### config.mk
export PLATFORM = sky130hd
export DESIGN_NAME = acc_datapath
export DESIGN_NICKNAME = d
export VERILOG_FILES = /design/src/rtl/acc_dp_pkg.sv /design/src/rtl/dp_reg.sv /design/src/rtl/dp_acc.sv /design/src/rtl/dp_pc.sv /design/src/rtl/dp_alu.sv /design/src/rtl/acc_datapath.sv
export SDC_FILE = /design/constraint.sdc
export NUM_CORES = 1
export LEC_CHECK = 0
export ABC_AREA = 1
export BUFFER_PORTS_ARGS = -buffer_cell sky130_fd_sc_hd__buf_2
export CAP_MARGIN = 0
export CORE_MARGIN = 2
export CORE_UTILIZATION = 59
export CTS_BUF_LIST = sky130_fd_sc_hd__clkbuf_16
export CTS_CLUSTER_SIZE = 28
export DETAILED_ROUTE_END_ITERATION = 10
export PLACE_DENSITY = 0.82
export REMOVE_ABC_BUFFERS = 1
export SYNTH_ARGS = -nofsm -noshare
export SYNTH_HDL_FRONTEND = slang
export SYNTH_SLANG_ARGS = --single-unit
### constraint.sdc
create_clock -name clk -period 3.1 [get_ports clk]
set_input_delay 0.465 -clock clk [delete_from_list [all_inputs] [get_ports clk]]
set_output_delay 0.465 -clock clk [all_outputs]
set_load 0.02 [all_outputs]
### src/rtl/acc_dp_pkg.sv
package acc_dp_pkg;
  typedef enum logic [2:0] {
    SRC_ACC = 3'd0,
    SRC_DR  = 3'd1,
    SRC_R1  = 3'd2,
    SRC_R2  = 3'd3,
    SRC_PC  = 3'd4,
    SRC_IR  = 3'd5,
    SRC_ALU = 3'd6,
    SRC_MEM = 3'd7
  } bus_src_e;

  localparam int unsigned NUM_GP = 4;
  localparam int unsigned GP_DR  = 0;
  localparam int unsigned GP_R1  = 1;
  localparam int unsigned GP_R2  = 2;
  localparam int unsigned GP_IR  = 3;
endpackage

### src/rtl/dp_reg.sv
module dp_reg #(
  parameter int unsigned W = 16
) (
  input  logic         clk,
  input  logic         rst_n,
  input  logic         ld,
  input  logic [W-1:0] d,
  output logic [W-1:0] q
);
  always_ff @(posedge clk) begin
    if (!rst_n)  q <= '0;
    else if (ld) q <= d;
  end
endmodule

### src/rtl/dp_acc.sv
module dp_acc #(
  parameter int unsigned W = 16
) (
  input  logic         clk,
  input  logic         rst_n,
  input  logic         ld,
  input  logic         cpl,
  input  logic [W-1:0] d,
  output logic [W-1:0] q
);
  logic [W-1:0] inv_fb;
  assign inv_fb = ~q;

  always_ff @(posedge clk) begin
    if (!rst_n)   q <= '0;
    else if (cpl) q <= inv_fb;
    else if (ld)  q <= d;
  end
endmodule

### src/rtl/dp_pc.sv
module dp_pc #(
  parameter int unsigned W = 16
) (
  input  logic         clk,
  input  logic         rst_n,
  input  logic         ld,
  input  logic         inc,
  input  logic [W-1:0] d,
  output logic [W-1:0] q
);
  function automatic logic [W-1:0] step_up(input logic [W-1:0] v);
    return v + {{(W-1){1'b0}}, 1'b1};
  endfunction

  always_ff @(posedge clk) begin
    if (!rst_n)   q <= '0;
    else if (ld)  q <= d;
    else if (inc) q <= step_up(q);
  end
endmodule

### src/rtl/dp_alu.sv
module dp_alu #(
  parameter int unsigned W = 16
) (
  input  logic [W-1:0] a,
  input  logic [W-1:0] b,
  input  logic         add_en,
  input  logic         and_en,
  output logic [W-1:0] y
);
  function automatic logic [W-1:0] f_add(input logic [W-1:0] x, input logic [W-1:0] z);
    return x + z;
  endfunction

  function automatic logic [W-1:0] f_and(input logic [W-1:0] x, input logic [W-1:0] z);
    return x & z;
  endfunction

  always_comb begin
    if (add_en)      y = f_add(a, b);
    else if (and_en) y = f_and(a, b);
    else             y = '0;
  end
endmodule

### src/rtl/acc_datapath.sv
module acc_datapath
  import acc_dp_pkg::*;
#(
  parameter int unsigned DATA_W = 16,
  parameter int unsigned ADDR_W = 12
) (
  input  logic              clk,
  input  logic              rst_n,
  input  logic [2:0]        bus_sel,
  input  logic              ld_acc,
  input  logic              ld_dr,
  input  logic              ld_r1,
  input  logic              ld_r2,
  input  logic              ld_ir,
  input  logic              ld_pc,
  input  logic              ld_mar,
  input  logic              inc_pc,
  input  logic              cpl_acc,
  input  logic              alu_add,
  input  logic              alu_and,
  input  logic              wr_req,
  input  logic [DATA_W-1:0] mem_rdata,
  output logic [DATA_W-1:0] bus_o,
  output logic [ADDR_W-1:0] mem_addr,
  output logic [DATA_W-1:0] mem_wdata,
  output logic              mem_we
);
  logic [DATA_W-1:0] bus_val;
  logic [DATA_W-1:0] acc_q;
  logic [DATA_W-1:0] pc_q;
  logic [DATA_W-1:0] alu_y;
  logic [ADDR_W-1:0] mar_q;
  logic [NUM_GP-1:0] gp_ld;
  logic [DATA_W-1:0] gp_q [NUM_GP];
  logic [DATA_W-1:0] dr_q;
  logic [DATA_W-1:0] r1_q;

  assign gp_ld[GP_DR] = ld_dr;
  assign gp_ld[GP_R1] = ld_r1;
  assign gp_ld[GP_R2] = ld_r2;
  assign gp_ld[GP_IR] = ld_ir;

  for (genvar g = 0; g < NUM_GP; g++) begin : g_gp
    dp_reg #(.W(DATA_W)) u_reg (
      .clk   (clk),
      .rst_n (rst_n),
      .ld    (gp_ld[g]),
      .d     (bus_val),
      .q     (gp_q[g])
    );
  end

  assign dr_q = gp_q[GP_DR];
  assign r1_q = gp_q[GP_R1];

  dp_acc #(.W(DATA_W)) u_acc (
    .clk   (clk),
    .rst_n (rst_n),
    .ld    (ld_acc),
    .cpl   (cpl_acc),
    .d     (bus_val),
    .q     (acc_q)
  );

  dp_pc #(.W(DATA_W)) u_pc (
    .clk   (clk),
    .rst_n (rst_n),
    .ld    (ld_pc),
    .inc   (inc_pc),
    .d     (bus_val),
    .q     (pc_q)
  );

  dp_reg #(.W(ADDR_W)) u_mar (
    .clk   (clk),
    .rst_n (rst_n),
    .ld    (ld_mar),
    .d     (bus_val[ADDR_W-1:0]),
    .q     (mar_q)
  );

  dp_alu #(.W(DATA_W)) u_alu (
    .a      (acc_q),
    .b      (dr_q),
    .add_en (alu_add),
    .and_en (alu_and),
    .y      (alu_y)
  );

  always_comb begin
    unique case (bus_src_e'(bus_sel))
      SRC_ACC: bus_val = acc_q;
      SRC_DR:  bus_val = dr_q;
      SRC_R1:  bus_val = r1_q;
      SRC_R2:  bus_val = gp_q[GP_R2];
      SRC_PC:  bus_val = pc_q;
      SRC_IR:  bus_val = gp_q[GP_IR];
      SRC_ALU: bus_val = alu_y;
      SRC_MEM: bus_val = mem_rdata;
      default: bus_val = '0;
    endcase
  end

  assign bus_o     = bus_val;
  assign mem_addr  = mar_q;
  assign mem_wdata = bus_val;
  assign mem_we    = wr_req;
endmodule

## Yosys cells after proc, flatten, opt, wreduce, memory -nomap -nowiden

Index checks and enable logic that the tools add are counted.

- Flip-flop bits (word level): 108
- Bits in latches: 0
- Memory bits (writable): 0
- Bits in read-only memories: 0
- Bits of input ports: 33
- Word-level logic and storage cells: 28
- Memories: 0

- $add $sub $neg: 2
- $mul: 0
- Div/mod/pow operators: 0
- Magnitude comparators: 0
- Equal/unequal tests: 7
- Shifts and indexed selects: 0
- Mux-type cells: 7
- Bitwise operators: 2
- Reduce and logical (&&, ||, !) cells: 3

Operators by type and width:

| kind | count |
|---|---|
| $pmux 16 s8 | 1 |
| $mux 16 | 6 |
| $add 16x1->16 const B | 1 |
| $add 16x16->16 | 1 |
| $and 16x16->16 | 1 |
| $not 16->16 | 1 |
| $eq 3x3->1 const B | 4 |
| $eq 3x2->1 const B | 2 |
| $reduce_bool 2->1 | 2 |
| $eq 3x1->1 const B | 1 |
| $logic_not 3->1 | 1 |

## Logic depth before layout (Yosys ltp)

Gate-level depths: netlist of the first run.

- Word-level depth: 6
- Gate-level depth with buffers: 16
- Mapped depth without buffers: 15

## Modules after synthesis

A second synthesis of the first run with hierarchy kept.

- Cell total of the unflattened synthesis: 1299
- Area, all modules: 7683.6 um^2

Modules (own cells, without submodules):

| module | times used | cells each | area each (um^2) |
|---|---|---|---|
| dp_reg (g_gp[0].u_reg ...) | 4 | 101 | 674.4 |
| acc_datapath | 1 | 292 | 1512.7 |
| dp_alu | 1 | 227 | 1096.1 |
| dp_pc | 1 | 148 | 1012.2 |
| dp_acc | 1 | 153 | 872.1 |
| dp_reg (u_mar) | 1 | 75 | 493.0 |

## Least setup slack after synthesis of the first run

No wires, ideal clock.

- Kind: register to output
- From: register u_acc.q[0]
- To: output mem_wdata[14]
- Arrival: 1.996 ns
- Path slack: 0.639 ns
- Cell stages (with the launch flop): 15
- Buffers on the path: 1
- Cell sequence: dfxtp_1 ha_1 fa_1 nand2_1 nand2_1 nand3_1 nand2_1 nand2_1 nand3_1 nand3_1 nand2_1 nand2_1 nand2_2 inv_1 buf_4

- Longest elaborated chain between the ends: 3

Ends and longest elaborated chain:

| element | RTL line | text |
|---|---|---|
| start, declared | dp_acc.sv:9 | `output logic [W-1:0] q` |
| start signal, assigned | dp_acc.sv:16 | `else if (cpl) q <= inv_fb;` |
| $add 16x16->16 | dp_alu.sv:11 | `return x + z;` |
| $mux 16 | dp_alu.sv:19 | `if (add_en) y = f_add(a, b);` |
| $pmux 16 s8 | acc_datapath.sv:91 | `unique case (bus_src_e'(bus_sel))` |
| end, declared | acc_datapath.sv:25 | `output logic [DATA_W-1:0] mem_wdata,` |

Every way passes these cells.

## Worst setup path in the final report of the first run

- From: register u_acc.q[0]
- To: output bus_o[10]

- Longest elaborated chain between the ends: 3

Ends and longest elaborated chain:

| element | RTL line | text |
|---|---|---|
| $add 16x16->16 | dp_alu.sv:11 |  |
| $mux 16 | dp_alu.sv:19 |  |
| $pmux 16 s8 | acc_datapath.sv:91 |  |
| end, declared | acc_datapath.sv:23 | `output logic [DATA_W-1:0] bus_o,` |

Every way passes these cells.

==> run_results.csv, run 1 <==
group,metric,value,unit
place,io_buffer_count,75,
final_layout,final_cell_area,6960,µm²
synthesis,synth_top_cell_area_share,34.2,%
sta,finalHoldViolations,0,
clocking,h-tree-depth,3,
die,die_height,107,µm
clocking,clkLatencyLatePin,0.35,ns
place,gp_congestion,0.920,
sta,number_of_failing_setup_endpoints_in_the_final_timing_report,0,
die,horizontal_die_dimension,107,µm
die,die_area,11500,µm²
setup_path,critical_path.endpoint_type,"output pin",
global_route,globalRouteMet2Util,50.3,%
global_route,grt_max_degree,56,
routing,number_of_nets_still_failing_antenna_checks_after_routing,0,
place,detailed_place.area,6620,µm²
global_route,grt-busiest-layer,"met2",
synthesis,synth.cell_area,6310,µm²
sta,timing.slew.headroom,47.3,%
synthesis,synthesized_instance_count,958,
clocking,clkSlewWorstSetupHoldPaths,0.07,ns
synthesis,synth.yosys.warnings,0,
clocking,clock_tree.root_cell,"sky130_fd_sc_hd__clkbuf_16",
clocking,clock_path_buffers,2,
global_route,grt_pass1_vias,5856,
global_route,grt_use_met3,5.39,%
clocking,cts_inserted_buffers,9,
die,std_cell_rows,37,
clocking,clock_sinks,108,
sta,tightest_slew,0.789,ns
final_layout,num_antenna_cells,0,
place,placed_wire_length_estimate_after_detailed_placement,12800,µm
synthesis,synth_top_cell_by_area,"sky130_fd_sc_hd__dfxtp_1",
min_path,path_category_of_the_worst_min_delay_check,"primary input to flop",
synthesis,synth_seq_cells,108,
sta,maxClockFrequency,345,MHz
global_route,groute.usage.overall,32.2,%
sta,worst_clock_skew,0.0154,ns
setup_path,worst-endpoint-arrival,2.44,ns
global_route,grt_first_pass_wirelength,29300,µm
routing,dr_total_vias,6594,
sta,setup_tns,0,ns
global_route,grt_antenna_before_repair,0,
global_route,met1_usage,45.2,%
final_layout,drive_above_1_share,14.4,%
final_layout,nets,1052,
clocking,cts-hold-fix-buffers,0,
final_layout,syn_to_final_growth,10.2,%
setup_path,setup.worst_path.start_class,"flop",
sta,grt_setup_unrepaired,"false",
flow_run,maxCapViolations,0,
sta,max_slew_violation_total_from_the_final_report,0,
sta,min_period_over_period,93.6,%
synthesis,synthesis.area_per_instance,6.59,µm²
setup_path,timing.critical_path.fanout_max,5,
power_and_ir_drop,power-per-cell-area,508,nW/µm²
final_layout,commonest_non_fill_non_tap_cells_in_the_layout,"204 x sky130_fd_sc_hd__nand2_1, 140 x sky130_fd_sc_hd__a21oi_1, 121 x sky130_fd_sc_hd__o21ai_0",
setup_path,required,2.63,ns
global_route,grt_remaining_overflow,0,
synthesis,synthTopCellsByArea,"sky130_fd_sc_hd__dfxtp_1 34%, sky130_fd_sc_hd__nand2_1 12%, sky130_fd_sc_hd__a21oi_1 11%",
routing,detailedRoute.firstIterationViolations,570,
die,coreArea,10400,µm²
routing,route.detailed.wl_per_inst,16.0,µm
setup_path,timing_worst_setup_path_type,"flop to output pin",
die,starting_density_of_the_core,60.9,%
power_and_ir_drop,total_leakage_power,0.00338,µW
routing,drcViolationCount,0,
routing,first_pass_iters,8,
routing,via_per_inst,5.77,
synthesis,synth.yosys.seq_area_share,34.2,%
synthesis,synth_cell_types,45,
power_and_ir_drop,ir_worst_vdd,0.307,mV
clocking,tritoncts,"yes",
status,outcome,"finished clean",
final_layout,final_common_cell,"sky130_fd_sc_hd__nand2_1",
routing,finalWirelength,18200,µm
die,floorplan.io_pins,78,
sta,min_clock_period_post_route,2.90,ns
## state kept, by name (all words and copies together), names as in the netlist
| name | cells |
|---|---|
| u_mar.q | 12 |
| u_pc.q | 16 |
| g_gp.u_reg.q | 64 |
| u_acc.q | 16 |
## worst paths after layout
kind                endpoint  slack, ns  startpoint  depth (start not counted)
hold reg to reg   u_mar.q[3]       0.53  u_mar.q[3]                          2
setup / recovery   bus_o[10]       0.20  u_acc.q[0]                         15
setup reg to reg  u_pc.q[10]       0.81  u_acc.q[0]                         15
hold / removal    u_acc.q[5]       0.51     cpl_acc                          4
## cells by family after synthesis
kind of cell	Yosys count	synth area share, %
simple gates	353	23.9
fa+ha+maj	18	3.69
buf+inv	178	12.3
xor+xnor	4	0.555
flops	108	34.2
compound gates	297	25.2
## layer usage
layer  part of all wire, %  vias to the layer above
met5                     0                        -
li1                      -                     3239
met2                    43                      370
met3                    10                       37
met4                   2.3                        0
met1                    44                     2948
## area by class of cell
class	count	area (µm²)
fillers	945	3410
multi-input cells	672	3390
flip-flops and latches	108	2160
repair buffers	93	510
inverters	117	444
clock buffers	9	225
well taps	136	170
clock inverters	7	57.6
## report_power, final
group | switching (µW) | total [µW] | leakage (µW) | internal [µW]
clock | 536 | 1090 | 0.000141 | 558
combinational | 572 | 854 | 0.00234 | 281
sequential | 83.5 | 1580 | 0.000895 | 1500
total | 1190 | 3530 | 0.00338 | 2340
## per-stage QoR
stage          util (%)  setup slack, ns  hold slack, ns  power [µW]  cells
4_1_cts            66.6           0.0769           0.509        3500   1137
2_1_floorplan         -            0.717           0.490        2110    897
3_5_place_dp       63.9            0.483           0.510        2430   1121
5_1_grt            67.1          0.00836           0.537        3690   1142
6_report           67.1            0.199           0.511        3530   1142
3_3_place_gp       63.9            0.552           0.500        2410   1121
## cells in the mapped netlist (all sizes together)
master and n:
a21oi 141, a21boi 3, nor4 4, a22oi 5
nor2 55, nand2 216, clkinv 2, fa 1
xor2 3, or2 4, nor3 13, buf 27
a211oi 3, o211ai 3, clkbuf 34, a31oi 1
o2111ai 1, a22o 6, dfxtp 108, xnor2 1
nand3 50, a221oi 2, ha 17, o21ai 128
and3 1, inv 115, and2 3, o31ai 2
nand3b 1, o22ai 2, nand4 6
## worst max-delay path: stages (launching register included)
cell and delay, ns:
sky130_fd_sc_hd__dfxtp_1 0.35, sky130_fd_sc_hd__ha_2 0.22, sky130_fd_sc_hd__fa_2 0.35, sky130_fd_sc_hd__nand2_2 0.09, sky130_fd_sc_hd__nand2_1 0.07, sky130_fd_sc_hd__nand3_1 0.09
sky130_fd_sc_hd__nand2_1 0.10, sky130_fd_sc_hd__nand2_1 0.09, sky130_fd_sc_hd__nand2_1 0.05, sky130_fd_sc_hd__nand2_1 0.05, sky130_fd_sc_hd__nand3_1 0.06, sky130_fd_sc_hd__nand2_1 0.11
sky130_fd_sc_hd__nand2_1 0.11, sky130_fd_sc_hd__nand2_4 0.13, sky130_fd_sc_hd__inv_1 0.05, sky130_fd_sc_hd__buf_2 0.15
## repair_timing
action	4_1_cts	5_1_grt
setup buffers	0	5
setup endpoints to repair	0	6
resized for setup	0	5
(Power assumes the default switching activity.)
==> run 2, diff against run 1 <==
--- a/config.mk
+++ b/config.mk
@@ -9,12 +9,13 @@
 export BUFFER_PORTS_ARGS = -buffer_cell sky130_fd_sc_hd__buf_2
 export CAP_MARGIN = 0
 export CORE_MARGIN = 2
-export CORE_UTILIZATION = 59
+export CORE_UTILIZATION = 51
 export CTS_BUF_LIST = sky130_fd_sc_hd__clkbuf_16
 export CTS_CLUSTER_SIZE = 28
 export DETAILED_ROUTE_END_ITERATION = 10
-export PLACE_DENSITY = 0.82
+export PLACE_DENSITY = 0.75
 export REMOVE_ABC_BUFFERS = 1
+export SLEW_MARGIN = 20
 export SYNTH_ARGS = -nofsm -noshare
 export SYNTH_HDL_FRONTEND = slang
 export SYNTH_SLANG_ARGS = --single-unit
==> constraint.sdc (replaced) <==
create_clock -name clk -period 2.6 [get_ports clk]
set_input_delay 0.39 -clock clk [delete_from_list [all_inputs] [get_ports clk]]
set_output_delay 0.39 -clock clk [all_outputs]
set_load 0.02 [all_outputs]
==> run 2 against run 1 <==
Against the previous run:
- the flow now finishes with violations (setup timing)
- die area up 15%
- via count up 1.1%
- non-clock buffer count is 17 higher
- clock skew is 0.0060 ns lower
- clock power increased by 37%
- hold slack lost 0.13 ns
- flip-flop and latch count unchanged
- combinational power rose by 43%
- sequential share of layout area shrank 2.2 points
- largest cell class unchanged
- highest routed layer unchanged
==> run_results.csv, run 2 (same netlist as run 1, synthesis figures left out) <==
group,metric,value,unit
setup_path,timing.critical_path.fanout_max,3,
final_layout,final_core_util,63.4,%
clocking,tritoncts,"yes",
place,dp_slack,0.203,ns
setup_path,crit_family,"simple AND/OR/NAND/NOR gates",
sta,maxClockFrequency,379,MHz
final_layout,syn_to_final_growth,21.1,%
setup_path,critical-path-slowest-cell,"sky130_fd_sc_hd__fa_2",
power_and_ir_drop,ir_worst_vdd,0.452,mV
routing,via_per_inst,5.60,
final_layout,nets,1069,
setup_path,r2r-start,"u_acc.q[0]",
final_layout,layout_top_registers,"g_gp.u_reg.q (64), u_acc.q (16), u_pc.q (16)",
global_route,grt_max_degree,89,
sta,number_of_failing_setup_endpoints_in_the_final_timing_report,4,
setup_path,r2r_cells,9,
clocking,clock_path_buffers,2,
clocking,cts_inserted_buffers,9,
final_layout,max_flop_register,"g_gp.u_reg.q",
routing,route.detailed.wl_per_inst,16.8,µm
clocking,cts-hold-fix-buffers,0,
place,io_buffer_count,75,
routing,first_pass_iters,9,
die,starting_density_of_the_core,52.3,%
sta,tightest_slew,0.930,ns
final_layout,largest_reg_flops,64,
routing,finalWirelength,20000,µm
die,horizontal_die_dimension,115,µm
clocking,clkLatencyLatePin,0.36,ns
min_path,hold_path.startpoint,"cpl_acc",
final_layout,commonest_non_fill_non_tap_cells_in_the_layout,"180 x sky130_fd_sc_hd__nand2_1, 136 x sky130_fd_sc_hd__a21oi_1, 118 x sky130_fd_sc_hd__o21ai_0",
setup_path,setup.worst_path.start_class,"flop",
sta,finalHoldViolations,0,
min_path,path_category_of_the_worst_min_delay_check,"primary input to flop",
status,violations,"setup timing",
routing,number_of_nets_still_failing_antenna_checks_after_routing,0,
routing,drcViolationCount,0,
place,placed_wire_length_estimate_after_detailed_placement,13300,µm
setup_path,critical_path.n_buffers_inverters,2,
clocking,h-tree-depth,3,
sta,grt_setup_unrepaired,"true",
sta,worst_clock_skew,0.00940,ns
sta,max_slew_violation_total_from_the_final_report,0,
final_layout,final_common_cell,"sky130_fd_sc_hd__nand2_1",
global_route,grt_remaining_overflow,0,
power_and_ir_drop,total_leakage_power,0.00352,µW
flow_run,maxCapViolations,0,
setup_path,worst-endpoint-arrival,2.25,ns
final_layout,num_antenna_cells,0,
power_and_ir_drop,power-per-cell-area,604,nW/µm²
final_layout,num-fill-cells,1056,
die,die_height,115,µm
global_route,grt_first_pass_wirelength,31300,µm
routing,dr_total_vias,6665,
clocking,clkSlewWorstSetupHoldPaths,0.07,ns
die,std_cell_rows,40,
setup_path,crit_path_start,"g_gp[0].u_reg.q[0]",
setup_path,path_depth,11,
routing,detailedRoute.firstIterationViolations,674,
status,outcome,"complete, but fails checks",
setup_path,required,2.21,ns
die,floorplan.io_pins,78,
setup_path,path_cells,"ha_4 > fa_2 > nand2_4 > nand2_2 > and3_1 > o21ai_1 > nand3_1 > nand4_1 > o21ai_2 > inv_2 > buf_6",
sta,min_period_over_period,101,%
sta,timing.slew.headroom,37.9,%
setup_path,worst_r2r_endpoint,"u_mar.q[1]",
sta,min_clock_period_post_route,2.64,ns
final_layout,drive_above_1_share,24.2,%
die,die_area,13300,µm²
clocking,clock_sinks,108,
setup_path,timing_worst_setup_path_type,"flop to output pin",
setup_path,worst-r2r-setup-slack,0.47,ns
global_route,grt_pass1_vias,6056,
setup_path,critical_path.endpoint_type,"output pin",
clocking,clock_tree.root_cell,"sky130_fd_sc_hd__clkbuf_16",
global_route,groute.usage.overall,30.1,%
global_route,grt_antenna_before_repair,0,
setup_path,cp-endpoint,"mem_wdata[4]",
place,gp_congestion,0.987,
die,coreArea,12100,µm²
setup_path,cpPeakStageDelay,0.36,ns
sta,final.setup.worst_slack,-0.0367,ns
[run 2: cell types whose count changed in the layout (fill, tap and decap cells not counted), sizes merged]
| cell | before | now |
|---|---|---|
| bufinv | 0 | 2 |
| buf | 93 | 110 |
| clkinv | 6 | 4 |
[run 2: worst register-to-register path, stage by stage (launching register included)]
cell and delay (ns):
sky130_fd_sc_hd__dfxtp_2 0.36, sky130_fd_sc_hd__ha_4 0.15, sky130_fd_sc_hd__fa_2 0.43, sky130_fd_sc_hd__nor2_2 0.11, sky130_fd_sc_hd__nor3_2 0.06, sky130_fd_sc_hd__a211oi_2 0.33, sky130_fd_sc_hd__o211ai_4 0.19, sky130_fd_sc_hd__buf_4 0.19
sky130_fd_sc_hd__o21ai_0 0.16, sky130_fd_sc_hd__inv_1 0.05
[run 2: what timing repair did]
action,CTS,global route
buffers inserted,3,7
gates resized for setup,39,106
pin swaps,8,25
gates cloned,0,0
setup endpoints to repair,29,30
[run 2: layout make-up]
| type | count | area [µm²] | share of cell area (%) |
|---|---|---|---|
| tap | 168 | 210 | 2.75 |
| clock buffer | 9 | 225 | 2.95 |
| timing repair buffer | 110 | 729 | 9.54 |
| multi-input combinational | 672 | 3730 | 48.8 |
| inverter | 117 | 444 | 5.81 |
| clock inverter | 7 | 95.1 | 1.24 |
| sequential | 108 | 2210 | 28.9 |
[run 2: per-stage QoR]
step | hold slack, ns | area (µm²) | setup TNS, ns | power, µW | std cells
3_3_place_gp | 0.502 | 6750 | 0 | 2910 | 1165
3_5_place_dp | 0.507 | 6750 | 0 | 2920 | 1165
4_1_cts | 0.390 | 7280 | -0.0493 | 4460 | 1184
6_report | 0.376 | 7650 | -0.0805 | 4620 | 1191
5_1_grt | 0.430 | 7650 | -1.15 | 4820 | 1191
2_1_floorplan | 0.481 | 5980 | 0 | 2520 | 897
[run 2: how the worst min path moves through the flow]
stage,endpoint,slack (ns),depth (start not counted)
6_report,u_acc.q[5],0.38,4
5_1_grt,u_acc.q[5],0.43,4
4_1_cts,u_acc.q[5],0.39,4
3_5_place_dp,u_mar.q[9],0.51,2
3_3_place_gp,u_mar.q[2],0.50,2
2_1_floorplan,u_pc.q[13],0.48,1
[run 2: power breakdown]
group          switching [µW]  internal (µW)
Clock                     639            850
Sequential                111           1790
Combinational             758            466
Total                    1510           3110
[run 2: routing by layer]
| layer | vias to the layer above | track usage, % | part of all wire (%) |
|---|---|---|---|
| met1 | 3035 | 41.2 | 44 |
| met3 | 43 | 5.69 | 8.6 |
| li1 | 3276 | - | - |
| met4 | 0 | 11.5 | 2.8 |
| met2 | 311 | 47.3 | 45 |
| met5 | - | 0 | 0 |
